$ cat src/rtl/be_lane_pkg.sv
package be_lane_pkg;

    typedef enum logic [1:0] {
        SZ_BYTE = 2'd0,
        SZ_HALF = 2'd1,
        SZ_WORD = 2'd2,
        SZ_WIDE = 2'd3
    } acc_size_e;

    // The spare size code behaves as a full word.
    function automatic acc_size_e norm_size(input logic [1:0] raw);
        return (raw == 2'd3) ? SZ_WORD : acc_size_e'(raw);
    endfunction

endpackage

$ cat src/rtl/be_lane_addr_gen.sv
module be_lane_addr_gen
    import be_lane_pkg::*;
#(
    parameter int unsigned ADDR_W = 32,
    parameter int unsigned DISP_W = 16,
    parameter int unsigned LANES  = 4,
    parameter int unsigned OFF_W  = $clog2(LANES)
) (
    input  logic [ADDR_W-1:0]       base_i,
    input  logic [DISP_W-1:0]       disp_i,
    input  acc_size_e               size_i,
    output logic [ADDR_W-OFF_W-1:0] waddr_o,
    output logic [OFF_W-1:0]        off_o,
    output logic                    aligned_o,
    output logic [LANES-1:0]        be_o
);
    localparam int unsigned CNT_W = OFF_W + 1;

    logic [ADDR_W-1:0] eff_addr;
    logic [CNT_W-1:0]  span;
    logic [CNT_W-1:0]  first;
    logic [CNT_W-1:0]  past_end;

    assign eff_addr = base_i + {{(ADDR_W-DISP_W){disp_i[DISP_W-1]}}, disp_i};
    assign waddr_o  = eff_addr[ADDR_W-1:OFF_W];
    assign off_o    = eff_addr[OFF_W-1:0];

    always_comb begin
        unique case (size_i)
            SZ_BYTE: begin
                span      = CNT_W'(1);
                aligned_o = 1'b1;
            end
            SZ_HALF: begin
                span      = CNT_W'(2);
                aligned_o = ~off_o[0];
            end
            default: begin
                span      = CNT_W'(LANES);
                aligned_o = (off_o == '0);
            end
        endcase
    end

    assign first    = {1'b0, off_o};
    assign past_end = first + span;

    // Enable bit i covers big-endian byte position LANES-1-i.
    for (genvar i = 0; i < LANES; i++) begin : g_lane_en
        localparam logic [CNT_W-1:0] POS = CNT_W'(LANES - 1 - i);
        assign be_o[i] = aligned_o && (first <= POS) && (POS < past_end);
    end

endmodule

$ cat src/rtl/be_lane_store_pack.sv
module be_lane_store_pack
    import be_lane_pkg::*;
#(
    parameter int unsigned LANES = 4
) (
    input  logic [8*LANES-1:0] wdata_i,
    input  acc_size_e          size_i,
    output logic [8*LANES-1:0] lanes_o
);
    for (genvar i = 0; i < LANES; i++) begin : g_pack
        assign lanes_o[8*i +: 8] =
            (size_i == SZ_BYTE) ? wdata_i[7:0] :
            (size_i == SZ_HALF) ? wdata_i[8*(i%2) +: 8] :
                                  wdata_i[8*i +: 8];
    end

endmodule

$ cat src/rtl/be_lane_load_extract.sv
module be_lane_load_extract
    import be_lane_pkg::*;
#(
    parameter int unsigned LANES = 4,
    parameter int unsigned OFF_W = $clog2(LANES)
) (
    input  logic [8*LANES-1:0] word_i,
    input  logic [OFF_W-1:0]   off_i,
    input  acc_size_e          size_i,
    input  logic               uns_i,
    output logic [8*LANES-1:0] data_o
);
    localparam int unsigned DATA_W = 8 * LANES;

    logic [OFF_W-1:0] off_half;
    logic [7:0]       byte_sel;
    logic [15:0]      half_sel;
    logic             fill;

    assign off_half = {off_i[OFF_W-1:1], 1'b0};
    assign byte_sel = word_i[8*(LANES-1-int'(off_i)) +: 8];
    assign half_sel = word_i[8*(LANES-2-int'(off_half)) +: 16];

    always_comb begin
        fill = 1'b0;
        unique case (size_i)
            SZ_BYTE: begin
                fill   = ~uns_i & byte_sel[7];
                data_o = {{(DATA_W-8){fill}}, byte_sel};
            end
            SZ_HALF: begin
                fill   = ~uns_i & half_sel[15];
                data_o = {{(DATA_W-16){fill}}, half_sel};
            end
            default: data_o = word_i;
        endcase
    end

endmodule

$ cat src/rtl/be_lane_unit.sv
module be_lane_unit
    import be_lane_pkg::*;
#(
    parameter int unsigned ADDR_W = 32,
    parameter int unsigned DATA_W = 32,
    parameter int unsigned DISP_W = 16
) (
    input  logic                          clk,
    input  logic                          rst_n,
    input  logic                          req_vld,
    input  logic                          req_we,
    input  logic [1:0]                    req_size,
    input  logic                          req_uns,
    input  logic [ADDR_W-1:0]             req_base,
    input  logic [DISP_W-1:0]             req_disp,
    input  logic [DATA_W-1:0]             req_wdata,
    input  logic                          mem_rvld,
    input  logic [DATA_W-1:0]             mem_rdata,
    output logic                          mem_req,
    output logic                          mem_we,
    output logic [ADDR_W-$clog2(DATA_W/8)-1:0] mem_waddr,
    output logic [DATA_W/8-1:0]           mem_be,
    output logic [DATA_W-1:0]             mem_wdata,
    output logic                          misalign,
    output logic                          ld_vld,
    output logic [DATA_W-1:0]             ld_data
);
    localparam int unsigned LANES = DATA_W / 8;
    localparam int unsigned OFF_W = $clog2(LANES);
    localparam int unsigned WA_W  = ADDR_W - OFF_W;

    typedef struct packed {
        logic              req;
        logic              we;
        logic              mis;
        logic [WA_W-1:0]   waddr;
        logic [LANES-1:0]  be;
        logic [DATA_W-1:0] wdata;
        logic [OFF_W-1:0]  ld_off;
        acc_size_e         ld_size;
        logic              ld_uns;
        logic              ld_vld;
        logic [DATA_W-1:0] ld_data;
    } state_t;

    state_t st_d, st_q;

    acc_size_e         size_n;
    logic [WA_W-1:0]   waddr_c;
    logic [OFF_W-1:0]  off_c;
    logic              aligned_c;
    logic [LANES-1:0]  be_c;
    logic [DATA_W-1:0] pack_c;
    logic [DATA_W-1:0] ext_c;

    assign size_n = norm_size(req_size);

    be_lane_addr_gen #(
        .ADDR_W (ADDR_W),
        .DISP_W (DISP_W),
        .LANES  (LANES),
        .OFF_W  (OFF_W)
    ) i_addr (
        .base_i    (req_base),
        .disp_i    (req_disp),
        .size_i    (size_n),
        .waddr_o   (waddr_c),
        .off_o     (off_c),
        .aligned_o (aligned_c),
        .be_o      (be_c)
    );

    be_lane_store_pack #(
        .LANES (LANES)
    ) i_pack (
        .wdata_i (req_wdata),
        .size_i  (size_n),
        .lanes_o (pack_c)
    );

    be_lane_load_extract #(
        .LANES (LANES),
        .OFF_W (OFF_W)
    ) i_ext (
        .word_i (mem_rdata),
        .off_i  (st_q.ld_off),
        .size_i (st_q.ld_size),
        .uns_i  (st_q.ld_uns),
        .data_o (ext_c)
    );

    always_comb begin
        st_d        = st_q;
        st_d.req    = req_vld & aligned_c;
        st_d.we     = req_vld & aligned_c & req_we;
        st_d.mis    = req_vld & ~aligned_c;
        st_d.be     = req_vld ? be_c : '0;
        if (req_vld) begin
            st_d.waddr = waddr_c;
        end
        if (req_vld && aligned_c && req_we) begin
            st_d.wdata = pack_c;
        end
        if (req_vld && aligned_c && !req_we) begin
            st_d.ld_off  = off_c;
            st_d.ld_size = size_n;
            st_d.ld_uns  = req_uns;
        end
        st_d.ld_vld = mem_rvld;
        if (mem_rvld) begin
            st_d.ld_data = ext_c;
        end
    end

    always_ff @(posedge clk or negedge rst_n) begin
        if (!rst_n) begin
            st_q <= '0;
        end else begin
            st_q <= st_d;
        end
    end

    assign mem_req   = st_q.req;
    assign mem_we    = st_q.we;
    assign mem_waddr = st_q.waddr;
    assign mem_be    = st_q.be;
    assign mem_wdata = st_q.wdata;
    assign misalign  = st_q.mis;
    assign ld_vld    = st_q.ld_vld;
    assign ld_data   = st_q.ld_data;

endmodule

$ cat config.mk
export PLATFORM = sky130hd
export DESIGN_NAME = be_lane_unit
export DESIGN_NICKNAME = d
export VERILOG_FILES = /design/src/rtl/be_lane_pkg.sv /design/src/rtl/be_lane_addr_gen.sv /design/src/rtl/be_lane_store_pack.sv /design/src/rtl/be_lane_load_extract.sv /design/src/rtl/be_lane_unit.sv
export SDC_FILE = /design/constraint.sdc
export NUM_CORES = 1
export LEC_CHECK = 0
export BUFFER_PORTS_ARGS = -buffer_cell sky130_fd_sc_hd__buf_2
export CAP_MARGIN = 40
export CORE_ASPECT_RATIO = 2
export CORE_MARGIN = 1
export CORE_UTILIZATION = 42
export DETAILED_ROUTE_END_ITERATION = 8
export PLACE_DENSITY = 0.77
export SLEW_MARGIN = 30
export SYNTH_ARGS = -nofsm -noshare
export SYNTH_HDL_FRONTEND = slang
export SYNTH_SLANG_ARGS = --single-unit
$ cat constraint.sdc
create_clock -name clk -period 3.3 [get_ports clk]
set_clock_uncertainty 0.05 [all_clocks]
set_input_delay 0.66 -clock clk [delete_from_list [all_inputs] [get_ports clk]]
set_output_delay 0.66 -clock clk [all_outputs]
set_load 0.05 [all_outputs]
# After elaboration in Yosys (flattened, before gate mapping)
# Index checks and enable logic that the tools add are counted.
# totals
register_bits,107
latchBits,0
ram_bits,0
romBits,0
inputBits,120
output_inout_bits,102
wordCells,61
n_memories,0
# op_classes
addsub,4
mul,0
n_div,0
order_cmp,8
eq_ne,3
n_shift,2
muxes,10
n_bitwise,8
n_reduce_logical,15
# ops
cell,n
$pmux W32 S2,1
$mux W8,5
$shiftx A32 B33 Y16,1
$shiftx A32 B33 Y8,1
$add A32 B32 Y32,1
$logic_and A1 B1 Y1,11
$logic_not A2 Y1,3
$lt A1 B3 Y1 const A,2
$lt A2 B3 Y1 const A,2
$pmux W3 S2,1
$sub A2 B2 Y3 const A,2
$and A1 B1 Y1,5
$eq A2 B1 Y1 const B,2
$le A2 B1 Y1 const B,2
$le A2 B2 Y1 const B,2
$mux W4,1
$add A2 B3 Y3,1
$not A1 Y1,3
$eq A2 B2 Y1 const B,1
$mux W2,1
$pmux W1 S2,1
$logic_not A1 Y1,1

# Longest topological paths before layout
# Gate-level depths: netlist (run 1).
# depth
ltp_word,8
ltp_mapped,10

# Hierarchy
# Synthesis (run 1) repeated with hierarchy kept, for this count alone.
# unflattened
cells_unflattened,765
area_unflattened_um2,7912.6
# modules_own_cells
module,instances,cells_each,area_each_um2,seq_area_each_um2
be_lane_unit,1,326,4670.7,2677.6
be_lane_addr_gen,1,281,1981.9,0.0
be_lane_load_extract,1,105,810.8,0.0
be_lane_store_pack,1,53,449.2,0.0

# Worst setup path after synthesis (run 1)
# No wires, ideal clock.
# synth_path
path_kind,input -> register
startpoint,input req_base[0]
endpoint,"register st_q, in the netlist mem_wdata[12]"
setup_time_ps,83
arrival_time_ps,2690
path_slack_ps,477
cell_stages,10
cell_sequence,ha_1 > fa_1 > nor2_1 > o21ai_1 > inv_1 > nand2_1 > clkbuf_1 > clkbuf_1 > nand2_1 > o21ai_0
# synth_between
elab_chain_len,5
word_cells_on_any_way,6
# synth_lines
element,line_no,text
from (decl),be_lane_unit.sv:14,"input logic [ADDR_W-1:0] req_base,"
$add A32 B32 Y32,be_lane_addr_gen.sv:24,"assign eff_addr = base_i + {{(ADDR_W-DISP_W){disp_i[DISP_W-1]}}, disp_i};"
named net i_addr.eff_addr[1],be_lane_addr_gen.sv:19,logic [ADDR_W-1:0] eff_addr;
$logic_not A2 Y1,be_lane_addr_gen.sv:40,aligned_o = (off_o == '0);
$pmux W1 S2,be_lane_addr_gen.sv:29,unique case (size_i)
$logic_and A1 B1 Y1 (2 in series),be_lane_unit.sv:101,if (req_vld && aligned_c && req_we) begin
to (signal assigned),be_lane_unit.sv:119,st_q <= st_d;
to (decl),be_lane_unit.sv:46,"state_t st_d, st_q;"
# The timed path passes the listed nets, and every way through them passes these cells.
# A chain may end at the register's enable or synchronous reset.

# Worst setup path in the final report (run 1)
# layout_path
startpoint,input req_base[0]
endpoint,"register st_q, in the netlist mem_waddr[18]"
# layout_between
elab_chain_len,1
# layout_lines
element,line_no
$add A32 B32 Y32,be_lane_addr_gen.sv:24
# Every way passes these cells.

==> impl_metrics.env, run 1 <==
export IMPL_outcome="finished, final reports clean"
export IMPL_syn_to_final_growth_pct=24.83
export IMPL_cp_max_fo=3
export IMPL_place_area_um2=7918
export IMPL_ys_ff_latch=107
export IMPL_dp_worst_setup_slack_ns=0.2032
export IMPL_cts_htree_levels=3
export IMPL_power_total_mw=5.765
export IMPL_start_util=0.4313
export IMPL_grt_pass1_vias=6041
export IMPL_dieArea_um2=16240
export IMPL_final_core_util=0.5384
export IMPL_dpl_hpwl_um=16390
export IMPL_avgSynthCellArea_um2=9.437
export IMPL_ys_top_cells_by_area="dfrtp_1 (41%), mux2_2 (6.7%), a21oi_1 (6.1%)"
export IMPL_cp_required_ns=3.49
export IMPL_fin_crit_ns=2.730
export IMPL_clk_pin_slew_ns=0.07
export IMPL_setup_slack_ns=0.5704
export IMPL_ys_types=62
export IMPL_cts_hold_buf=0
export IMPL_yosys_most_used_dff="dfrtp_1"
export IMPL_slew_headroom=0.5305
export IMPL_hp_class="input port to asynchronous set/reset pin"
export IMPL_ios=222
export IMPL_netlist_instances=699
export IMPL_drc_errors=0
export IMPL_end_kind="flop"
export IMPL_synth_edf_count=0
export IMPL_synth_top_area_frac=0.4059
export IMPL_layout_drive_gt1_share=0.3432
export IMPL_netlist_area_um2=6596
export IMPL_arrival_ns=2.92
export IMPL_cts_sinks=107
export IMPL_rows=64
export IMPL_ys_warn_count=0
export IMPL_clk_latency_ns=0.35
export IMPL_clk_path_buf_depth=2
export IMPL_cts_setup_buffers=0
export IMPL_synth_largest_area_cell="dfrtp_1"
export IMPL_overflow=0
export IMPL_p_per_area_nw_per_um2=700.1
export IMPL_cts_made_buffers=9
export IMPL_slew_violations=0
export IMPL_grt_util_all_layers=0.2494
export IMPL_gp_congestion=0.9519
export IMPL_critPathLaunchType="input port"
export IMPL_final_setup_tns_ns=0
export IMPL_timing_fmax_ghz=0.3664
export IMPL_numPortBuffers=221
export IMPL_die_height_um=179.2
export IMPL_grt_pass1_wl_um=31080
export IMPL_totalWireLength_um=20220
export IMPL_antenna_left=0
export IMPL_finalInstanceArea_um2=8234
export IMPL_core_um2=15290
export IMPL_antenna_found_initial=1
export IMPL_die_w_um=90.62
export IMPL_syn_nets=853
export IMPL_ir_drop_mv=0.2677
export IMPL_synth_most_common_cell="dfrtp_1"
export IMPL_period_share=0.8271
export IMPL_cts_root_buf="clkbuf_16"
export IMPL_async_reset_ff_frac=1.000
export IMPL_leakage_nw=3.997
export IMPL_rsz0062_at_grt="false"
export IMPL_drt_iter0_markers=206
export IMPL_setup_viol=0
export IMPL_worst_pin_slew_ns=0.7042
export IMPL_viasPerCell=5.511
export IMPL_cts_resized=0
export IMPL_maxCapViolations=0
export IMPL_detail_route_first_pass_iterations=4
export IMPL_wl_per_cell_um=18.25
export IMPL_grt_max_degree=58
export IMPL_hold_viol=0
export IMPL_critical_path_class="input port to flop"
export IMPL_synthTopCellsByCount="dfrtp_1 (107), a21oi_1 (81), nand2_1 (73), nor2_1 (69), mux2_2 (39)"
export IMPL_ys_seq_area_frac=0.4059
export IMPL_vias=6106
export IMPL_fin_nets=1059
export IMPL_cts_tree="yes"
## worst paths after layout
kind	from	slack, ns	cells after the start	endpoint
max in group asynchronous	rst_n	2.12	2	mem_waddr[27]
hold / removal	rst_n	0.30	1	ld_data[19]
hold reg to reg	mem_wdata[29]	0.43	2	mem_wdata[29]
min in group clk	mem_wdata[29]	0.43	2	mem_wdata[29]
setup / recovery	req_base[0]	0.57	10	mem_waddr[18]
setup reg to reg	st_q[37]	1.17	8	ld_data[12]
## worst max-delay path, stage by stage
cell and delay, ns:
buf_2 0.10, ha_1 0.21, fa_1 0.43, a21oi_2 0.25, o21ai_2 0.13, a2111oi_4 0.45
o31ai_2 0.14, a21oi_1 0.19, xnor2_1 0.09, mux2_2 0.27
## cells by family (layout without fill, tap and decap cells)
family                   Yosys count  after routing  synth area share
adder cells (fa/ha/maj)           34             34           0.06677
AND/OR/NAND/NOR                  198            198            0.1364
XOR/XNOR                          25             25           0.03319
AO/OA/AOI/OAI                    206            206            0.2026
multiplexers                      74             74            0.1223
buffers and inverters             55            265           0.03282
other                              0              1                 0
flip-flops                       107            107            0.4059
## state kept, by name, indices dropped and copies added (netlist names)
signal and flops:
ld_vld 1, mem_be 4, misalign 1, mem_we 1
mem_waddr 30, mem_req 1, mem_wdata 32, ld_data 32
st_q 5
## through the flow
stage,hold WS [ns],cells
final,0.3000,1108
after global routing,0.3367,1107
after CTS,0.3106,1107
after detailed placement,0.4151,1092
after global placement,0.4069,1092
after floorplan,0.3144,699
## routing by layer
metal	track usage	wire (um)
met4	0.1539	1150
met5	0	0
met1	0.2210	6562
met2	0.5044	11600
met3	0.04453	906
## layout by cell type (no fill, tap or decap), types with 15 or more instances in the layout
cell,instances
buf_2,220
dfrtp_1,107
a21oi_1,81
nand2_1,73
nor2_1,69
mux2_2,39
o21ai_0,37
mux2i_1,33
ha_1,32
xnor2_1,19
buf_4,16
a21o_1,15
## report_power, final
| part | switching, mW | total [mW] | internal (mW) | leakage, nW |
|---|---|---|---|---|
| Clock | 0.494 | 1.16 | 0.667 | 0.150 |
| Combinational | 2.02 | 2.79 | 0.776 | 2.56 |
| Sequential | 0.172 | 1.81 | 1.64 | 1.28 |
## layout make-up
cell class                 instances  area (um2)
tap                              198       247.7
timing repair buffer             237        1241
clock inverter                     5       85.08
inverter                          13       48.80
multi-input combinational        537        3702
clock buffer                      10       229.0
sequential                       107        2678
fill                            1480        7061
antenna                            1       2.502
(Power assumes the default switching activity.)
==> run 2: changes to the inputs <==
--- a/config.mk
+++ b/config.mk
@@ -11,7 +11,7 @@
 export CORE_MARGIN = 1
 export CORE_UTILIZATION = 42
 export DETAILED_ROUTE_END_ITERATION = 8
-export PLACE_DENSITY = 0.77
+export PLACE_DENSITY = 0.79
 export SLEW_MARGIN = 30
 export SYNTH_ARGS = -nofsm -noshare
 export SYNTH_HDL_FRONTEND = slang
==> constraint.sdc (replaced) <==
create_clock -name clk -period 2.4 [get_ports clk]
set_clock_uncertainty 0.05 [all_clocks]
set_input_delay 0.48 -clock clk [delete_from_list [all_inputs] [get_ports clk]]
set_output_delay 0.48 -clock clk [all_outputs]
set_load 0.05 [all_outputs]
==> run 2 against run 1 <==
Critical path depth stayed put. Worst setup slack worse by 0.55 ns. Register-to-register slack worse by 0.80 ns. Clock-buffer cell count stayed put. Design area is 8.2% higher. Die area stayed put.
==> impl_metrics.env, run 2 (synthesis gave the netlist of run 1 again) <==
export IMPL_leakage_nw=4.387
export IMPL_arrival_ns=2.58
export IMPL_cts_made_buffers=9
export IMPL_place_area_um2=8524
export IMPL_hp_start="req_uns"
export IMPL_timing_fmax_ghz=0.4210
export IMPL_mostFrequentLayoutCells="buf_2 (218), dfrtp_1 (107), buf_4 (95)"
export IMPL_dp_worst_setup_slack_ns=-0.3015
export IMPL_core_um2=15290
export IMPL_maxCapViolations=0
export IMPL_cts_tree="yes"
export IMPL_timing_rr_start="st_q[37]"
export IMPL_crit_path_top_delay_cell="a2111oi_4"
export IMPL_ios=222
export IMPL_end_kind="flop"
export IMPL_viasPerCell=5.492
export IMPL_reg2reg_slack_ns=0.37
export IMPL_finalNonFillerCells=1189
export IMPL_cp_max_fo=3
export IMPL_clk_path_buf_depth=2
export IMPL_layout_drive_gt1_share=0.4067
export IMPL_reg2reg_depth=5
export IMPL_die_w_um=90.62
export IMPL_die_height_um=179.2
export IMPL_clk_latency_ns=0.35
export IMPL_wl_per_cell_um=17.42
export IMPL_fin_crit_ns=2.375
export IMPL_period_share=0.9896
export IMPL_fin_nets=1140
export IMPL_cts_sinks=107
export IMPL_p_per_area_nw_per_um2=900.7
export IMPL_setup_slack_ns=0.02491
export IMPL_rows=64
export IMPL_vias=6530
export IMPL_antenna_left=0
export IMPL_slew_violations=0
export IMPL_path_cells="buf_6, ha_4, fa_2, a21oi_4, o21ai_4, a2111oi_4, o31ai_2, a21oi_1, xnor2_1, mux2_4"
export IMPL_crit_family="compound AO/OA/AOI/OAI gates"
export IMPL_numPortBuffers=221
export IMPL_slowest_delay_ns=0.46
export IMPL_ir_drop_mv=0.3940
export IMPL_worst_pin_slew_ns=0.7210
export IMPL_outcome="finished, final reports clean"
export IMPL_finalInstanceArea_um2=8906
export IMPL_drt_iter0_markers=256
export IMPL_overflow=0
export IMPL_dieArea_um2=16240
export IMPL_min_to="st_q[33]"
export IMPL_cts_htree_levels=3
export IMPL_critical_path_class="input port to flop"
export IMPL_antenna_found_initial=0
export IMPL_setup_viol=0
export IMPL_hp_class="input port to flop"
export IMPL_grt_max_degree=60
export IMPL_crit_buf_inv=1
export IMPL_whs_path_depth=2
export IMPL_dpl_hpwl_um=16190
export IMPL_critPathLaunchType="input port"
export IMPL_r2r_end="ld_data[16]"
export IMPL_start_util=0.4313
export IMPL_clk_pin_slew_ns=0.08
export IMPL_grt_pass1_wl_um=31840
export IMPL_gp_congestion=0.9127
export IMPL_slew_headroom=0.5188
export IMPL_cts_root_buf="clkbuf_16"
export IMPL_totalWireLength_um=20720
export IMPL_fill_cells=1373
export IMPL_grt_util_all_layers=0.2529
export IMPL_grt_pass1_vias=6544
export IMPL_drc_errors=0
export IMPL_detail_route_first_pass_iterations=5
export IMPL_dpl_cell_count=1167
export IMPL_final_common_cell="buf_2"
export IMPL_syn_to_final_growth_pct=35.02
export IMPL_diodes=0
export IMPL_hold_viol=0
export IMPL_cp_required_ns=2.60
-- run 2: what timing repair did --
| item | CTS | global route |
|---|---|---|
| resized for setup | 0 | 8 |
| hold endpoints to repair | 12 | 0 |
| endpoints found under the setup margin | 0 | 3 |
| buffers inserted | 0 | 5 |
| hold buffers | 1 | 0 |
-- run 2: how the worst max path moves through the flow --
| stage | from | endpoint | cells past startpoint |
|---|---|---|---|
| after floorplan | req_base[0] | mem_wdata[7] | 8 |
| after global placement | req_base[0] | mem_waddr[20] | 11 |
| after detailed placement | req_base[0] | mem_waddr[26] | 10 |
| after CTS | req_base[10] | mem_waddr[29] | 9 |
| after global routing | req_base[10] | mem_waddr[29] | 9 |
| final | req_disp[0] | mem_waddr[18] | 10 |
-- run 2: power by group --
| part | total, mW | leakage, nW | switching, mW | internal [mW] |
|---|---|---|---|---|
| logic | 4.00 | 2.97 | 2.77 | 1.22 |
| clock network | 1.50 | 0.137 | 0.744 | 0.756 |
| registers | 2.53 | 1.28 | 0.273 | 2.25 |
-- run 2: through the flow --
stage	hold slack [ns]	TNS (ns)	power (mW)	util
6_report	0.3202	0	8.022	0.5823
5_1_grt	0.3015	-0.007253	8.421	0.5823
3_5_place_dp	0.3050	-6.665	6.515	0.5573
4_1_cts	0.2996	0	8.037	0.5773
2_1_floorplan	0.1344	0	5.305	-
3_3_place_gp	0.2971	-5.881	6.439	0.5572
-- run 2: area by class of cell --
cell class,count,area (um2),area share
Clock buffer,10,239.0,0.02683
Clock inverter,6,56.30,0.006322
Inverter,13,48.80,0.005479
Multi-Input combinational cell,537,3760,0.4222
Sequential cell,107,2678,0.3006
Tap cell,198,247.7,0.02782
Timing Repair Buffer,318,1877,0.2107
-- run 2: per-layer routing --
metal	track usage	vias up	wire, um	part of all wire
met5	0	-	0	0
met2	0.4912	249	11710	0.57
met3	0.04326	54	1009	0.049
li1	-	3097	-	-
met1	0.2514	3130	7189	0.35
met4	0.1351	0	807	0.039
==> run 3: changes to the inputs <==
--- a/config.mk
+++ b/config.mk
@@ -11,7 +11,7 @@
 export CORE_MARGIN = 1
 export CORE_UTILIZATION = 42
 export DETAILED_ROUTE_END_ITERATION = 8
-export PLACE_DENSITY = 0.79
+export PLACE_DENSITY = 0.71
 export SLEW_MARGIN = 30
 export SYNTH_ARGS = -nofsm -noshare
 export SYNTH_HDL_FRONTEND = slang
==> run 3 against run 2 <==
The flow now finishes with violations (setup timing). Worst hold slack got worse by 0.24 ns. Global-route usage shrank 0.69 points. Clock power rose by 3%. Sequential power is essentially flat. Non-clock buffer count up 8. Sequential share of layout area shrank 0.32 points. Register-to-register slack worse by 0.02 ns. Routed wire length decreased by 2.2%. Critical path depth unchanged. Largest cell class unchanged.
==> impl_metrics.env, run 3 (synthesis gave the netlist of run 1 again) <==
export IMPL_ir_drop_mv=0.4717
export IMPL_cts_root_buf="clkbuf_16"
export IMPL_use_met2=0.4807
export IMPL_core_um2=15290
export IMPL_dieArea_um2=16240
export IMPL_drc_errors=0
export IMPL_gr_usage_met1=0.2414
export IMPL_layout_drive_gt1_share=0.4124
export IMPL_gp_congestion=0.9018
export IMPL_grt_max_degree=45
export IMPL_diodes=0
export IMPL_hold_viol=0
export IMPL_cts_tree="yes"
export IMPL_cts_made_buffers=9
export IMPL_totalWireLength_um=20270
export IMPL_grt_busiest_layer="met2"
export IMPL_violations="setup timing"
export IMPL_syn_to_final_growth_pct=36.46
export IMPL_fin_crit_ns=2.410
export IMPL_rows=64
export IMPL_grt_util_all_layers=0.2461
export IMPL_final_common_cell="buf_2"
export IMPL_cts_hold_buf=0
export IMPL_dpl_hpwl_um=16380
export IMPL_seqPwrFrac=0.312
export IMPL_die_height_um=179.2
export IMPL_detail_route_first_pass_iterations=4
export IMPL_viasPerCell=5.335
export IMPL_grtUsageMet3=0.03562
export IMPL_place_area_um2=8615
export IMPL_finalInstanceArea_um2=9001
export IMPL_leakage_nw=4.449
export IMPL_mostFrequentLayoutCells="buf_2 (218), dfrtp_1 (107), buf_4 (103)"
export IMPL_slew_headroom=0.5414
export IMPL_hp_class="input port to asynchronous set/reset pin"
export IMPL_arrival_ns=2.60
export IMPL_die_w_um=90.62
export IMPL_p_sw_frac=0.4739
export IMPL_rsz0062_at_grt="true"
export IMPL_cts_htree_levels=3
export IMPL_cp_max_fo=3
export IMPL_vias=6386
export IMPL_outcome="finished, violations left"
export IMPL_worst_pin_slew_ns=0.6872
export IMPL_clk_path_buf_depth=2
export IMPL_overflow=0
export IMPL_internal_power_mw=4.248
export IMPL_grt_pass1_vias=6385
export IMPL_numPortBuffers=221
export IMPL_clk_latency_ns=0.34
export IMPL_start_util=0.4313
export IMPL_clk_pin_slew_ns=0.09
export IMPL_wl_per_cell_um=16.93
export IMPL_slew_violations=0
export IMPL_critical_path_class="input port to flop"
export IMPL_end_kind="flop"
export IMPL_cts_sinks=107
export IMPL_final_setup_tns_ns=-0.01046
export IMPL_clock_power_share=0.192
export IMPL_antenna_found_initial=1
export IMPL_critPathLaunchType="input port"
export IMPL_maxCapViolations=0
export IMPL_setup_slack_ns=-0.01046
export IMPL_ios=222
export IMPL_timing_fmax_ghz=0.4149
export IMPL_antenna_left=0
export IMPL_drt_iter0_markers=197
export IMPL_cp_required_ns=2.59
export IMPL_grt_pass1_wl_um=31190
export IMPL_p_per_area_nw_per_um2=897.1
export IMPL_fin_nets=1148
export IMPL_p_switching_mw=3.827
export IMPL_p_comb_frac=0.497
export IMPL_setup_viol=1
export IMPL_period_share=1.004
run 3: cell types whose count changed in the layout (fill, tap and decap cells not counted), moves of 2 or more:
cell	before	now
clkinvlp_4	3	0
clkinv_8	0	2
a21oi_2	6	4
inv_6	0	3
inv_8	3	1
buf_4	95	103
run 3: critical path, stage by stage:
cell,delay (ns)
buf_6,0.10
ha_4,0.16
fa_2,0.37
a21oi_4,0.22
o21ai_4,0.09
a2111oi_4,0.49
o31ai_2,0.14
a21oi_1,0.20
xnor2_1,0.09
mux2_4,0.25
run 3: cell type report:
| class | count | area [um2] |
|---|---|---|
| inverters | 13 | 48.80 |
| fillers | 1411 | 6294 |
| flip-flops and latches | 107 | 2678 |
| well taps | 198 | 247.7 |
| clock buffers | 9 | 225.2 |
| clock inverters | 7 | 86.33 |
| repair buffers | 326 | 1947 |
| multi-input cells | 537 | 3769 |
run 3: metal layers:
| layer | part of all wire | vias up |
|---|---|---|
| met5 | 0.00064 | - |
| met4 | 0.051 | 2 |
| met3 | 0.042 | 56 |
| met2 | 0.56 | 188 |
| met1 | 0.35 | 3024 |
| li1 | - | 3116 |
run 3: final timing paths:
kind | start | endpoint | slack [ns] | cells past startpoint
max | req_disp[0] | mem_waddr[18] | -0.01 | 10
min | rst_n | ld_data[14] | 0.08 | 1
max reg2reg | st_q[37] | ld_data[13] | 0.35 | 8
min reg2reg | mem_wdata[31] | mem_wdata[31] | 0.43 | 2
max in group asynchronous | rst_n | mem_wdata[17] | 1.63 | 2
min in group clk | mem_rdata[19] | ld_data[19] | 0.32 | 3
run 3: power groups by stage:
stage                     logic, mW  clock network (mW)  registers [mW]
after detailed placement       3.99                   0            2.55
final                          4.01                1.55            2.52
after CTS                      3.99                1.59            2.52
after global routing           4.25                1.66            2.57
after floorplan                1.26                   0            4.04
after global placement         3.94                   0            2.54
run 3: repair_timing:
item,in CTS,in global routing
buffers inserted,0,4
setup endpoints to repair,0,6
endpoints found under the hold margin,0,0
resized for setup,0,8
run 3: through the flow:
stage / std cells / power (mW) / hold slack [ns] / util / setup WS [ns]
3_3_place_gp: 1177 / 6.481 / 0.4070 / 0.5631 / -0.2274
4_1_cts: 1193 / 8.096 / 0.1006 / 0.5836 / 0.08591
5_1_grt: 1197 / 8.482 / 0.1198 / 0.5885 / -0.06203
2_1_floorplan: 699 / 5.305 / 0.1344 / - / 0.01550
6_report: 1197 / 8.075 / 0.08292 / 0.5885 / -0.01046
3_5_place_dp: 1177 / 6.536 / 0.4141 / 0.5632 / -0.2624
